### src/rtl/nand_cmd_seq.sv
module nand_cmd_seq #(
  parameter int BUF_WORDS = 16,
  parameter int NCHIP     = 4,
  parameter int TMO_W     = 16,
  parameter int BUF_AW    = $clog2(BUF_WORDS),
  parameter int CNT_W     = BUF_AW + 3
) (
  input  logic              clk,
  input  logic              rst_n,
  input  logic              start,
  input  logic [15:0]       cmd_code,
  input  logic [7:0]        opc1,
  input  logic [7:0]        opc2,
  input  logic [7:0]        opc3,
  input  logic [15:0]       col_addr,
  input  logic [31:0]       row_addr,
  input  logic [CNT_W-1:0]  byte_cnt,
  input  logic [TMO_W-1:0]  rb_timeout,
  output logic              busy,
  output logic              done,
  output logic              timeout_err,
  output logic [7:0]        status_byte,
  output logic [31:0]       id_word,
  input  logic              buf_we,
  input  logic [BUF_AW-1:0] buf_addr,
  input  logic [31:0]       buf_wdata,
  output logic [31:0]       buf_rdata,
  output logic [NCHIP-1:0]  nand_ce_n,
  output logic              nand_cle,
  output logic              nand_ale,
  output logic              nand_we_n,
  output logic              nand_re_n,
  output logic [7:0]        nand_dq_o,
  output logic              nand_dq_oe,
  input  logic [7:0]        nand_dq_i,
  input  logic [NCHIP-1:0]  nand_rb_n
);
  localparam int SELW = (NCHIP > 1) ? $clog2(NCHIP) : 1;

  logic [31:0]      mem [BUF_WORDS];
  logic [14:2]      pend;
  logic             ph;
  logic [CNT_W-1:0] bcnt;
  logic [TMO_W-1:0] tcnt;
  logic [7:0]       c_op1, c_op2, c_op3;
  logic [15:0]      c_col;
  logic [31:0]      c_row;
  logic [CNT_W-1:0] c_cnt;
  logic [TMO_W-1:0] c_tmo;
  logic [3:0]       cur;
  logic             is_cmd, is_adr, is_wr, is_rd, zero_len, rb_ok, strobe;
  logic [TMO_W:0]   tcnt_n;
  logic [BUF_AW-1:0] bw;

  always_comb begin
    cur = '0;
    for (int i = 2; i <= 14; i++)
      if (pend[i]) cur = 4'(i);
  end

  assign is_cmd   = (cur == 4'd14) || (cur == 4'd7) || (cur == 4'd4);
  assign is_adr   = (cur >= 4'd9) && (cur <= 4'd13);
  assign is_wr    = (cur == 4'd8);
  assign is_rd    = (cur == 4'd5) || (cur == 4'd3) || (cur == 4'd2);
  assign zero_len = ((cur == 4'd8) || (cur == 4'd5)) && (c_cnt == '0);
  assign strobe   = busy && !ph && !zero_len;
  assign rb_ok    = nand_rb_n[c_row[28 +: SELW]];
  assign bw       = bcnt[BUF_AW+1:2];
  assign tcnt_n   = {1'b0, tcnt} + 1'b1;

  assign nand_cle   = busy && is_cmd;
  assign nand_ale   = busy && is_adr;
  assign nand_we_n  = !(strobe && (is_cmd || is_adr || is_wr));
  assign nand_re_n  = !(strobe && is_rd);
  assign nand_dq_oe = busy && (is_cmd || is_adr || is_wr);
  assign nand_ce_n  = busy ? ~(NCHIP'(1) << c_row[24 +: SELW]) : '1;
  assign buf_rdata  = mem[buf_addr];

  always_comb begin
    unique case (cur)
      4'd14:   nand_dq_o = c_op1;
      4'd7:    nand_dq_o = c_op2;
      4'd4:    nand_dq_o = c_op3;
      4'd13:   nand_dq_o = c_col[7:0];
      4'd12:   nand_dq_o = c_col[15:8];
      4'd11:   nand_dq_o = c_row[7:0];
      4'd10:   nand_dq_o = c_row[15:8];
      4'd9:    nand_dq_o = c_row[23:16];
      4'd8:    nand_dq_o = mem[bw][{~bcnt[1:0], 3'b000} +: 8];
      default: nand_dq_o = 8'h00;
    endcase
  end

  always_ff @(posedge clk) begin
    if (!busy && buf_we)
      mem[buf_addr] <= buf_wdata;
    else if (busy && cur == 4'd5 && strobe)
      mem[bw][{~bcnt[1:0], 3'b000} +: 8] <= nand_dq_i;
  end

  always_ff @(posedge clk or negedge rst_n) begin
    if (!rst_n) begin
      busy <= 1'b0; done <= 1'b0; timeout_err <= 1'b0;
      pend <= '0; ph <= 1'b0; bcnt <= '0; tcnt <= '0;
      c_op1 <= '0; c_op2 <= '0; c_op3 <= '0; c_col <= '0; c_row <= '0;
      c_cnt <= '0; c_tmo <= '0; status_byte <= '0; id_word <= '0;
    end else begin
      done <= 1'b0;
      if (!busy) begin
        if (start) begin
          busy <= 1'b1; timeout_err <= 1'b0;
          pend <= cmd_code[14:2]; ph <= 1'b0; bcnt <= '0; tcnt <= '0;
          c_op1 <= opc1; c_op2 <= opc2; c_op3 <= opc3;
          c_col <= col_addr; c_row <= row_addr; c_cnt <= byte_cnt; c_tmo <= rb_timeout;
        end
      end else if (pend == '0) begin
        busy <= 1'b0;
        done <= 1'b1;
      end else begin
        case (cur)
          4'd6: begin
            if (rb_ok) begin
              pend[6] <= 1'b0;
              tcnt <= '0;
            end else if (tcnt_n >= {1'b0, c_tmo}) begin
              timeout_err <= 1'b1; busy <= 1'b0; done <= 1'b1; pend <= '0;
            end else begin
              tcnt <= tcnt_n[TMO_W-1:0];
            end
          end
          4'd8, 4'd5: begin
            if (zero_len) pend[cur] <= 1'b0;
            else if (!ph) ph <= 1'b1;
            else begin
              ph <= 1'b0;
              if (bcnt == c_cnt - 1'b1) begin bcnt <= '0; pend[cur] <= 1'b0; end
              else bcnt <= bcnt + 1'b1;
            end
          end
          4'd3: begin
            if (!ph) begin ph <= 1'b1; status_byte <= nand_dq_i; end
            else begin ph <= 1'b0; pend[3] <= 1'b0; end
          end
          4'd2: begin
            if (!ph) begin ph <= 1'b1; id_word[{~bcnt[1:0], 3'b000} +: 8] <= nand_dq_i; end
            else begin
              ph <= 1'b0;
              if (bcnt[1:0] == 2'd3) begin bcnt <= '0; pend[2] <= 1'b0; end
              else bcnt <= bcnt + 1'b1;
            end
          end
          default: begin
            if (!ph) ph <= 1'b1;
            else begin ph <= 1'b0; pend[cur] <= 1'b0; end
          end
        endcase
      end
    end
  end
endmodule

### config.mk
export PLATFORM = sky130hd
export DESIGN_NAME = nand_cmd_seq
export DESIGN_NICKNAME = d
export VERILOG_FILES = /design/src/rtl/nand_cmd_seq.sv
export SDC_FILE = /design/constraint.sdc
export NUM_CORES = 1
export LEC_CHECK = 0
export BUFFER_PORTS_ARGS = -buffer_cell sky130_fd_sc_hd__buf_2
export CELL_PAD_IN_SITES_DETAIL_PLACEMENT = 1
export CELL_PAD_IN_SITES_GLOBAL_PLACEMENT = 1
export CORE_MARGIN = 2
export CORE_UTILIZATION = 56
export CTS_CLUSTER_DIAMETER = 100
export DETAILED_ROUTE_END_ITERATION = 12
export PLACE_DENSITY = 0.85
export SETUP_SLACK_MARGIN = 0.1
export SLEW_MARGIN = 20
export SYNTH_ARGS = -nofsm -noshare
export SYNTH_HDL_FRONTEND = slang
export SYNTH_SLANG_ARGS = --single-unit
### constraint.sdc
create_clock -name clk -period 5.9 [get_ports clk]
set_input_delay 0 -clock clk [delete_from_list [all_inputs] [get_ports clk]]
set_output_delay 0 -clock clk [all_outputs]
set_load 0.05 [all_outputs]
# After elaboration in Yosys (flattened, before gate mapping)
# Memory sizes are Yosys's and may differ from the RTL's.
# Index checks and enable logic that the tools add are counted.
[op_classes]
n_bitwise = 7
n_eq_ne = 36
n_shift = 4
addsub = 4
magnitude_cmp = 6
reduce_logical = 42
n_mux = 82
[op_table]
columns = ["op", "count"]
rows = [
  ["13-bit 2-to-1 mux", 8],
  ["16-bit 2-to-1 mux", 6],
  ["32-bit 2-to-1 mux", 3],
  ["8-bit case mux with 9 select lines", 1],
  ["4-bit 2-to-1 mux", 14],
  ["7-bit 2-to-1 mux", 8],
  ["11-bit case mux with 3 select lines", 1],
  ["32-bit bitwise mux", 1],
  ["32-bit OR reduction", 1],
  ["8-bit by 7-bit variable shift with 32-bit output, first input constant", 1],
  ["32-bit by 6-bit indexed part select with 8-bit output", 1],
  ["8-bit by 7-bit indexed part select with 32-bit output", 1],
  ["1-bit 2-to-1 mux", 31],
  ["4-bit == test, second input constant", 7],
  ["3-bit inequality test, second input constant", 7],
  ["16-bit by 1-bit adder with 17-bit output, second input constant", 1],
  ["17-bit by 16-bit >= comparator with 1-bit output", 1],
  ["4-bit by 3-bit == test with 1-bit output, second input constant", 4],
  ["4-bit AND reduction", 4],
  ["7-bit case mux with 2 select lines", 1],
  ["13-bit bitwise AND", 1],
  ["1-bit logical AND", 13],
  ["13-bit zero test", 1],
  ["13-bit inverter", 1],
  ["39 further kinds", 63],
]
[totals]
register_bits = 173
n_memories = 1
ramBits = 512
[memory_table]
columns = ["name", "words", "width", "read_ports", "rd_clocked_by_memory_dff", "write_ports", "line", "source"]
rows = [
  ["mem", 16, 32, 2, 0, 1, "40", "logic [31:0] mem [BUF_WORDS];"],
]

# Longest topological paths before layout
# Gate-level depths: netlist (run 1).
[logic_depth]
word_depth = 25
ltp_mapped = 15

# Worst setup path after synthesis (run 1)
# No wires, ideal clock.
[synth_path]
kind = "reg2reg"
start = "register tcnt[2]"
end = "register tcnt[10]"
t_arrival_ns = 3.177
stages_incl_launch_ff = 15
path_slack_ns = 2.588
cell_sequence = "dfrtp_1 and3_1 and3_1 clkbuf_1 nand3_1 nor2_1 xor2_1 ha_1 nand3_1 or2_2 a211o_1 a211oi_1 clkbuf_1 clkbuf_1 o31ai_1"
[synth_via]
elab_chain_len = 6
elab_cells_between_ends = 9
classes_between = "add/sub (1); order compare (1); eq/ne (1); mux (5); reduce/logical (1)"
[synth_lines]
columns = ["item", "line", "source"]
rows = [
  ["from (decl)", "44", "logic [TMO_W-1:0] tcnt;"],
  ["from (signal assigned)", "128", "tcnt <= tcnt_n[TMO_W-1:0];"],
  ["16-bit by 1-bit adder with 17-bit output (*)", "69", "assign tcnt_n = {1'b0, tcnt} + 1'b1;"],
  ["branches (longest 5 deep; another with 17-bit by 16-bit >= comparator with 1-bit output)", "n/a", ""],
]
# Mark *: on every way between the ends. The select of a mux whose other input is x is not followed.
# A chain may end at the register's enable or synchronous reset.

# Worst setup path after layout (run 1)
[layout_path]
start = "register pend[13] (netlist bit)"
end = "memory mem[1][10] (enable)"
[layout_via]
elab_chain_len = 13
elab_cells_between_ends = 16
classes_between = "eq/ne (2); mux (7); reduce/logical (7)"
[layout_lines]
columns = ["item", "line", "source"]
rows = [
  ["from (decl)", "41", "logic [14:2] pend;"],
  ["from (signal assigned)", "104", "pend <= '0; ph <= 1'b0; bcnt <= '0; tcnt <= '0;"],
  ["from (signal assigned)", "112", "pend <= cmd_code[14:2]; ph <= 1'b0; bcnt <= '0; tcnt <= '0;"],
  ["from (signal assigned)", "126", "timeout_err <= 1'b1; busy <= 1'b0; done <= 1'b1; pend <= '0;"],
  ["4-bit 2-to-1 mux (*) (2 in series)", "58", "if (pend[i]) cur = 4'(i);"],
  ["4-bit == test or 4-bit by 3-bit == test with 1-bit output (tied branches)", "65, 97", ""],
  ["1-bit logical OR", "65", "assign zero_len = ((cur == 4'd8) || (cur == 4'd5)) && (c_cnt == '0);"],
  ["1-bit logical AND", "65", ""],
  ["1-bit zero test", "66", "assign strobe = busy && !ph && !zero_len;"],
  ["1-bit logical AND", "66", ""],
  ["1-bit logical AND (*)", "97", "else if (busy && cur == 4'd5 && strobe)"],
  ["1-bit 2-to-1 mux (*)", "97", ""],
  ["1-bit 2-to-1 mux (*)", "95", "if (!busy && buf_we)"],
  ["32-bit 2-to-1 mux (not written as such) (*)", "98", "mem[bw][{~bcnt[1:0], 3'b000} +: 8] <= nand_dq_i;"],
  ["32-bit OR reduction (no line)", "n/a", ""],
  ["4-bit 2-to-1 mux (no line) or 32-bit 2-to-1 mux (tied branches)", "n/a", ""],
  ["to (decl)", "40", ""],
]
# Mark *: on every way between the ends. The rest lies on a longest branch, timed or not.

==> results.yml, run 1 <==
run_status:
  outcome: "completed"
setup_path:
  timing.critical_path.required_ps: 6130
  ff2ff_setup_slack_ps: 1050
  worst-r2r-cell-count: 7
  reg2reg_to: "mem[1][10]"
  cp-startpoint: "pend[13]"
  path_cells: "nor3_1, nand4_1, nor3_1, nand4_1, buf_12, mux2i_1, nor2_1"
  crit_path_end: "mem[1][10]"
  cp-start-kind: "flip-flop"
  cp.depth: 7
  crit_family: "simple AND/OR/NAND/NOR gates"
  critPathCaptureType: "flip-flop"
  max_stage_delay_ps: 1030
  rr_startpoint: "pend[13]"
  cp_max_fo: 70
  criticalPathCategory: "reg2reg"
  slowest_stage: "nor2_1"
  critPathArrivalTime_ps: 5080
  worst-path-buf-inv: 1
yosys:
  synth_ff_type: "edfxtp_1"
  yosysWarningCount: 0
  synth_area_um2: 33000
  synth_top_area_share_pct: 46.6
  syn_avg_cell_area_um2: 16.3
  synth-edff-count: 512
  syn_nets: 2208
  synth_area_leaders: "edfxtp_1 (47%), mux4_2 (22%), dfrtp_1 (13%)"
  yosysUniqueCellTypes: 67
  yosysSeqAreaShare_pct: 59.6
  synth_cells: 2020
  synth.ff_latch_count: 683
  synth_area_leader_cell: "edfxtp_1"
  synthArstFlopShare_pct: 25.0
pwr:
  power_frac_comb_pct: 37.6
  p_total_mw: 17.8
  powerDensity_nw_per_um2: 453
  seqPwrFrac_pct: 36.0
  p_clk_share_pct: 26.4
  power.internal_mw: 10.9
  switching_share_pct: 38.6
  p_leak_nw: 14.4
  ir_worst_vdd_mv: 0.399
  power_switching_mw: 6.86
drt:
  vias: 23100
  drtIter0Drc: 2908
  via_per_inst: 7.12
  routed_wl_um: 117000
  drc: 0
  postRouteAntennaNets: 0
  post_drt_wl_per_cell_um: 36.0
  firstDrtPassIters: 8
placed_design:
  placed_cells: 2966
  postPlaceCellArea_um2: 35300
  port_buffers: 247
  gp_congestion: 0.911
  dp_hpwl_um: 68400
  dp_slack_ps: 1410
clock_network:
  cts.sinks: 683
  cts_resized: 0
  clk-insertion-delay-late_ps: 660
  ctsLongestPathBuffers: 3
  ctsHtreeMaxLevel: 3
  path_clk_slew_ps: 60
  cts_tree: "built"
  cts_buffers: 74
  cts_root_buf: "clkbuf_16"
finish:
  final_cell_count_no_fill: 3247
  final_cell_area_um2: 39200
  fin_util_pct: 67.6
  area_growth_pct: 18.8
  drive_gt1_share_pct: 35.3
  nets: 2610
grt:
  antenna_found_initial: 7
  grt-ovfl-total: 0
  grt_pass1_wl_um: 170000
  grt_max_degree: 130
  track_usage_pct: 39.2
  grt_pass1_vias: 25200
die:
  die_h_um: 247
  start_util_pct: 56.9
  ios: 255
  die_area_um2: 60900
  die_w_um: 247
  coreArea_um2: 58000
  row_count: 88
sta:
  finalCritPeriodShare_pct: 82.3
  setup_ws_ps: 1050
  finalCriticalPeriod_ps: 4850
  slew_headroom_pct: 16.5
  worstMarginPinSlew_ps: 1250
  fin_skew_ps: 46.8
  hold_viol: 0
  rsz0062_at_grt: "false"
  final-setup-viol-count: 0
  holdWs_ps: 61.5
  fmax_ghz: 0.206
  tns_ps: 0
  drv_slew: 0
flow_run:
  maxCapViolations: 0
hold_path:
  worst_hold_path_type: "in2async"
cells in the mapped netlist, types with 11 or more instances:
library cell / instances
a2111oi_0: 12
a211oi_1: 11
a21oi_1: 49
buf_1: 20
buf_2: 13
clkbuf_1: 104
dfrtp_1: 171
edfxtp_1: 512
ha_1: 25
inv_1: 75
mux2_2: 83
mux2i_1: 49
mux4_2: 321
nand2_1: 136
nand2b_1: 13
nand3_1: 13
nand4_1: 13
nor2_1: 120
nor3_1: 30
o21ai_0: 76
o31ai_1: 20
xnor2_1: 17
worst register-to-register path, cell delays in order (launching register included):
cell	delay, ps
dfrtp_1	660
nor3_1	510
nand4_1	550
nor3_1	370
nand4_1	510
buf_12	440
mux2i_1	380
nor2_1	1040
sequential cells by signal, summed over array words and instances, names as in the netlist:
register	count
id_word	32
ph	1
c_cnt	7
c_op3	8
c_op1	8
done	1
c_tmo	16
busy	1
tcnt	16
c_op2	8
pend	13
status_byte	8
c_col	16
bcnt	7
timeout_err	1
c_row	28
mem	512
how the worst min path moves through the flow:
stage          depth (start not counted)           to          start  slack, ps
5_1_grt                                4   mem[3][30]  buf_wdata[30]         90
6_report                               2     c_tmo[9]          rst_n         60
4_1_cts                                4  mem[13][30]  buf_wdata[30]         60
2_1_floorplan                          0      bcnt[0]          rst_n       -300
3_5_place_dp                           1    c_tmo[14]          rst_n        180
3_3_place_gp                           1    c_tmo[15]          rst_n        180
cell usage in the layout, fill, tap and decap left out, types with 25 or more instances in the layout:
cell           Yosys  layout
edfxtp_1         512     512
mux4_2           321     321
buf_2             13     244
dfrtp_1          171     167
dlygate4sd3_1      0     145
nand2_1          136     136
nor2_1           120     100
mux2_2            83      83
o21ai_0           76      76
clkbuf_16          0      76
inv_1             75      75
buf_4              0      67
mux2i_1           49      49
a21oi_1           49      46
nor3_1            30      29
ha_1              25      25
per-layer routing:
metal | wire length (um) | track usage, %
met1 | 39200 | 47.8
met2 | 57100 | 63.3
met3 | 12200 | 8.92
met4 | 8390 | 25.4
met5 | 64 | 0
logic make-up after synthesis:
family                     Yosys count  synth area share [%]
DFF                                683                  59.6
muxes                              453                  26.2
and+or+nand+nor                    379                  5.28
AOI/OAI and AO/OA                  245                  4.92
buffers and inverters              212                  2.46
adders and majority gates           25                 0.948
xor gates and xnor gates            23                 0.610
what timing repair did:
item                                   4_1_cts  5_1_grt
hold buffers                               145        0
setup buffers                                0        0
endpoints found under the hold margin      717        0
power groups by stage:
stage / sequential [mW] / clock [mW] / combinational [mW]
final: 6.39 / 4.68 / 6.68
after global routing: 6.44 / 4.85 / 6.94
after CTS: 6.32 / 4.64 / 6.35
after detailed placement: 6.40 / 0 / 6.18
after global placement: 6.34 / 0 / 5.96
after floorplan: 6.25 / 0 / 4.40
cell type report:
class,count,area (um2)
well taps,765,957
repair buffers,463,3300
clock buffers,101,2050
multi-input cells,1125,12600
fillers,5052,18800
inverters,75,282
diodes,2,5.00
flip-flops and latches,683,19700
clock inverters,33,322
No activity file was read; power rests on OpenSTA's default activity.
==> inputs of run 2 (changes only) <==
- CORE_UTILIZATION: 56 -> 52
- PLACE_DENSITY: 0.85 -> 0.8
- clock period: 5.9 -> 4.7 ns (I/O delays scaled with it)
==> results.yml, run 2 (synthesis gave the netlist of run 1 again) <==
run_status:
  outcome: "completed"
setup_path:
  slowest_stage: "dfrtp_4"
  cp_max_fo: 18
  path_cells: "buf_4, buf_4, mux4_2, mux4_2, inv_1, o22ai_1, a2111oi_0, nand2_1, buf_2"
  cp-startpoint: "bcnt[2]"
  cp.depth: 9
  crit_path_end: "nand_dq_o[0]"
  timing.critical_path.required_ps: 4700
  worst-r2r-cell-count: 8
  max_stage_delay_ps: 720
  critPathArrivalTime_ps: 4340
  crit_family: "multiplexers"
  reg2reg_to: "mem[0][30]"
  cp-start-kind: "flip-flop"
  critPathCaptureType: "output port"
  ff2ff_setup_slack_ps: 580
  criticalPathCategory: "reg2out"
  worst-path-buf-inv: 4
  rr_startpoint: "pend[13]"
clock_network:
  ctsHtreeMaxLevel: 3
  cts_root_buf: "clkbuf_16"
  path_clk_slew_ps: 60
  cts_buffers: 75
  ctsLongestPathBuffers: 3
  cts.sinks: 683
  cts_tree: "built"
  clk-insertion-delay-late_ps: 620
grt:
  grt_pass1_vias: 24700
  track_usage_pct: 34.1
  grt-ovfl-total: 0
  grt_pass1_wl_um: 164000
  grt_max_degree: 94
  antenna_found_initial: 4
pwr:
  power_switching_mw: 8.32
  seqPwrFrac_pct: 35.2
  p_leak_nw: 14.9
  p_clk_share_pct: 27.5
  ir_worst_vdd_mv: 0.345
  powerDensity_nw_per_um2: 563
  power.internal_mw: 14.2
  switching_share_pct: 36.9
  power_frac_comb_pct: 37.3
die:
  coreArea_um2: 62900
  ios: 255
  start_util_pct: 52.5
  die_w_um: 256
  die_area_um2: 65500
  die_h_um: 256
  row_count: 92
finish:
  nFillCells: 5679
  final_cell_mix: "edfxtp_1 (512), mux4_2 (321), buf_2 (244)"
  nets: 2684
  top_regs: "mem x512, id_word x32, c_row x28"
  area_growth_pct: 21.3
  layout_commonest_cell: "edfxtp_1"
  top_register: "mem"
  final_cell_area_um2: 40000
  drive_gt1_share_pct: 36.5
  largest_reg_flops: 512
sta:
  setup_ws_ps: 365
  worstMarginPinSlew_ps: 1040
  fmax_ghz: 0.231
  finalCriticalPeriod_ps: 4340
  finalCritPeriodShare_pct: 92.2
  tns_ps: 0
  drv_slew: 0
  fin_skew_ps: 23.2
  final-setup-viol-count: 0
  holdWs_ps: 29.4
  hold_viol: 0
  slew_headroom_pct: 30.9
  rsz0062_at_grt: "false"
hold_path:
  worst_hold_path_type: "in2async"
flow_run:
  maxCapViolations: 0
drt:
  drc: 0
  vias: 22600
  firstDrtPassIters: 5
  via_per_inst: 6.64
  postRouteAntennaNets: 0
  drtIter0Drc: 2886
  routed_wl_um: 111000
  post_drt_wl_per_cell_um: 32.5
placed_design:
  port_buffers: 247
  dp_hpwl_um: 68000
  gp_congestion: 0.880
  dp_slack_ps: 808
  postPlaceCellArea_um2: 36000
==> run 2: stage by stage <==
step	utilization, %	cells	total power [mW]
after floorplan	-	2020	13.4
after global placement	57.3	3123	15.6
after detailed placement	57.3	3123	16.0
after CTS	63.6	3398	22.3
after global routing	63.7	3403	23.3
final	63.7	3403	22.5
==> run 2: worst reg2reg max path: cells and delay by family, from the launching register on <==
kind                   cells  cell delay [ps]
multiplexers               1              480
flip-flops                 1              610
AO/OA/AOI/OAI              1              270
AND/OR/NAND/NOR            4             1530
buffers and inverters      2              930
==> run 2: final cells by class <==
cell class	instances	area [um2]	share of cell area [%]
diodes	4	10.0	0.0250
multi-input cells	1125	12600	31.4
repair buffers	536	3890	9.72
inverters	75	282	0.703
flip-flops and latches	683	19700	49.1
clock buffers	106	2130	5.31
clock inverters	28	432	1.08
well taps	846	1060	2.65
==> run 2: worst min-delay path by stage <==
stage	to	slack [ps]	start
after detailed placement	tcnt[8]	160	rst_n
after global routing	mem[15][7]	40	buf_wdata[7]
after global placement	c_tmo[8]	150	rst_n
after floorplan	bcnt[0]	-300	rst_n
final	tcnt[8]	30	rst_n
after CTS	mem[13][4]	6	buf_wdata[4]
==> run 2: repair_timing <==
action | CTS | global route
hold endpoints to repair | 666 | 0
endpoints found under the setup margin | 0 | 2
buffers inserted | 0 | 1
gates resized for setup | 0 | 0
hold buffers | 141 | 0
==> run 2: power by group through the flow <==
stage                     sequential [mW]  clock, mW  combinational (mW)
after floorplan                      7.85          0                5.52
after global placement               7.96          0                7.65
after detailed placement             8.01          0                7.96
after CTS                            7.91       6.25                8.16
after global routing                 8.00       6.44                8.88
final                                7.93       6.20                8.42
==> run 2: per-layer routing <==
layer,share of wire (%),wire length (um),track usage [%],up-vias
met5,0.0072,8,0,-
met4,5.2,5800,15.9,2
met3,9.0,9940,6.45,366
met2,50,55200,56.7,1450
met1,36,39800,43.7,11700
li1,-,-,-,9061
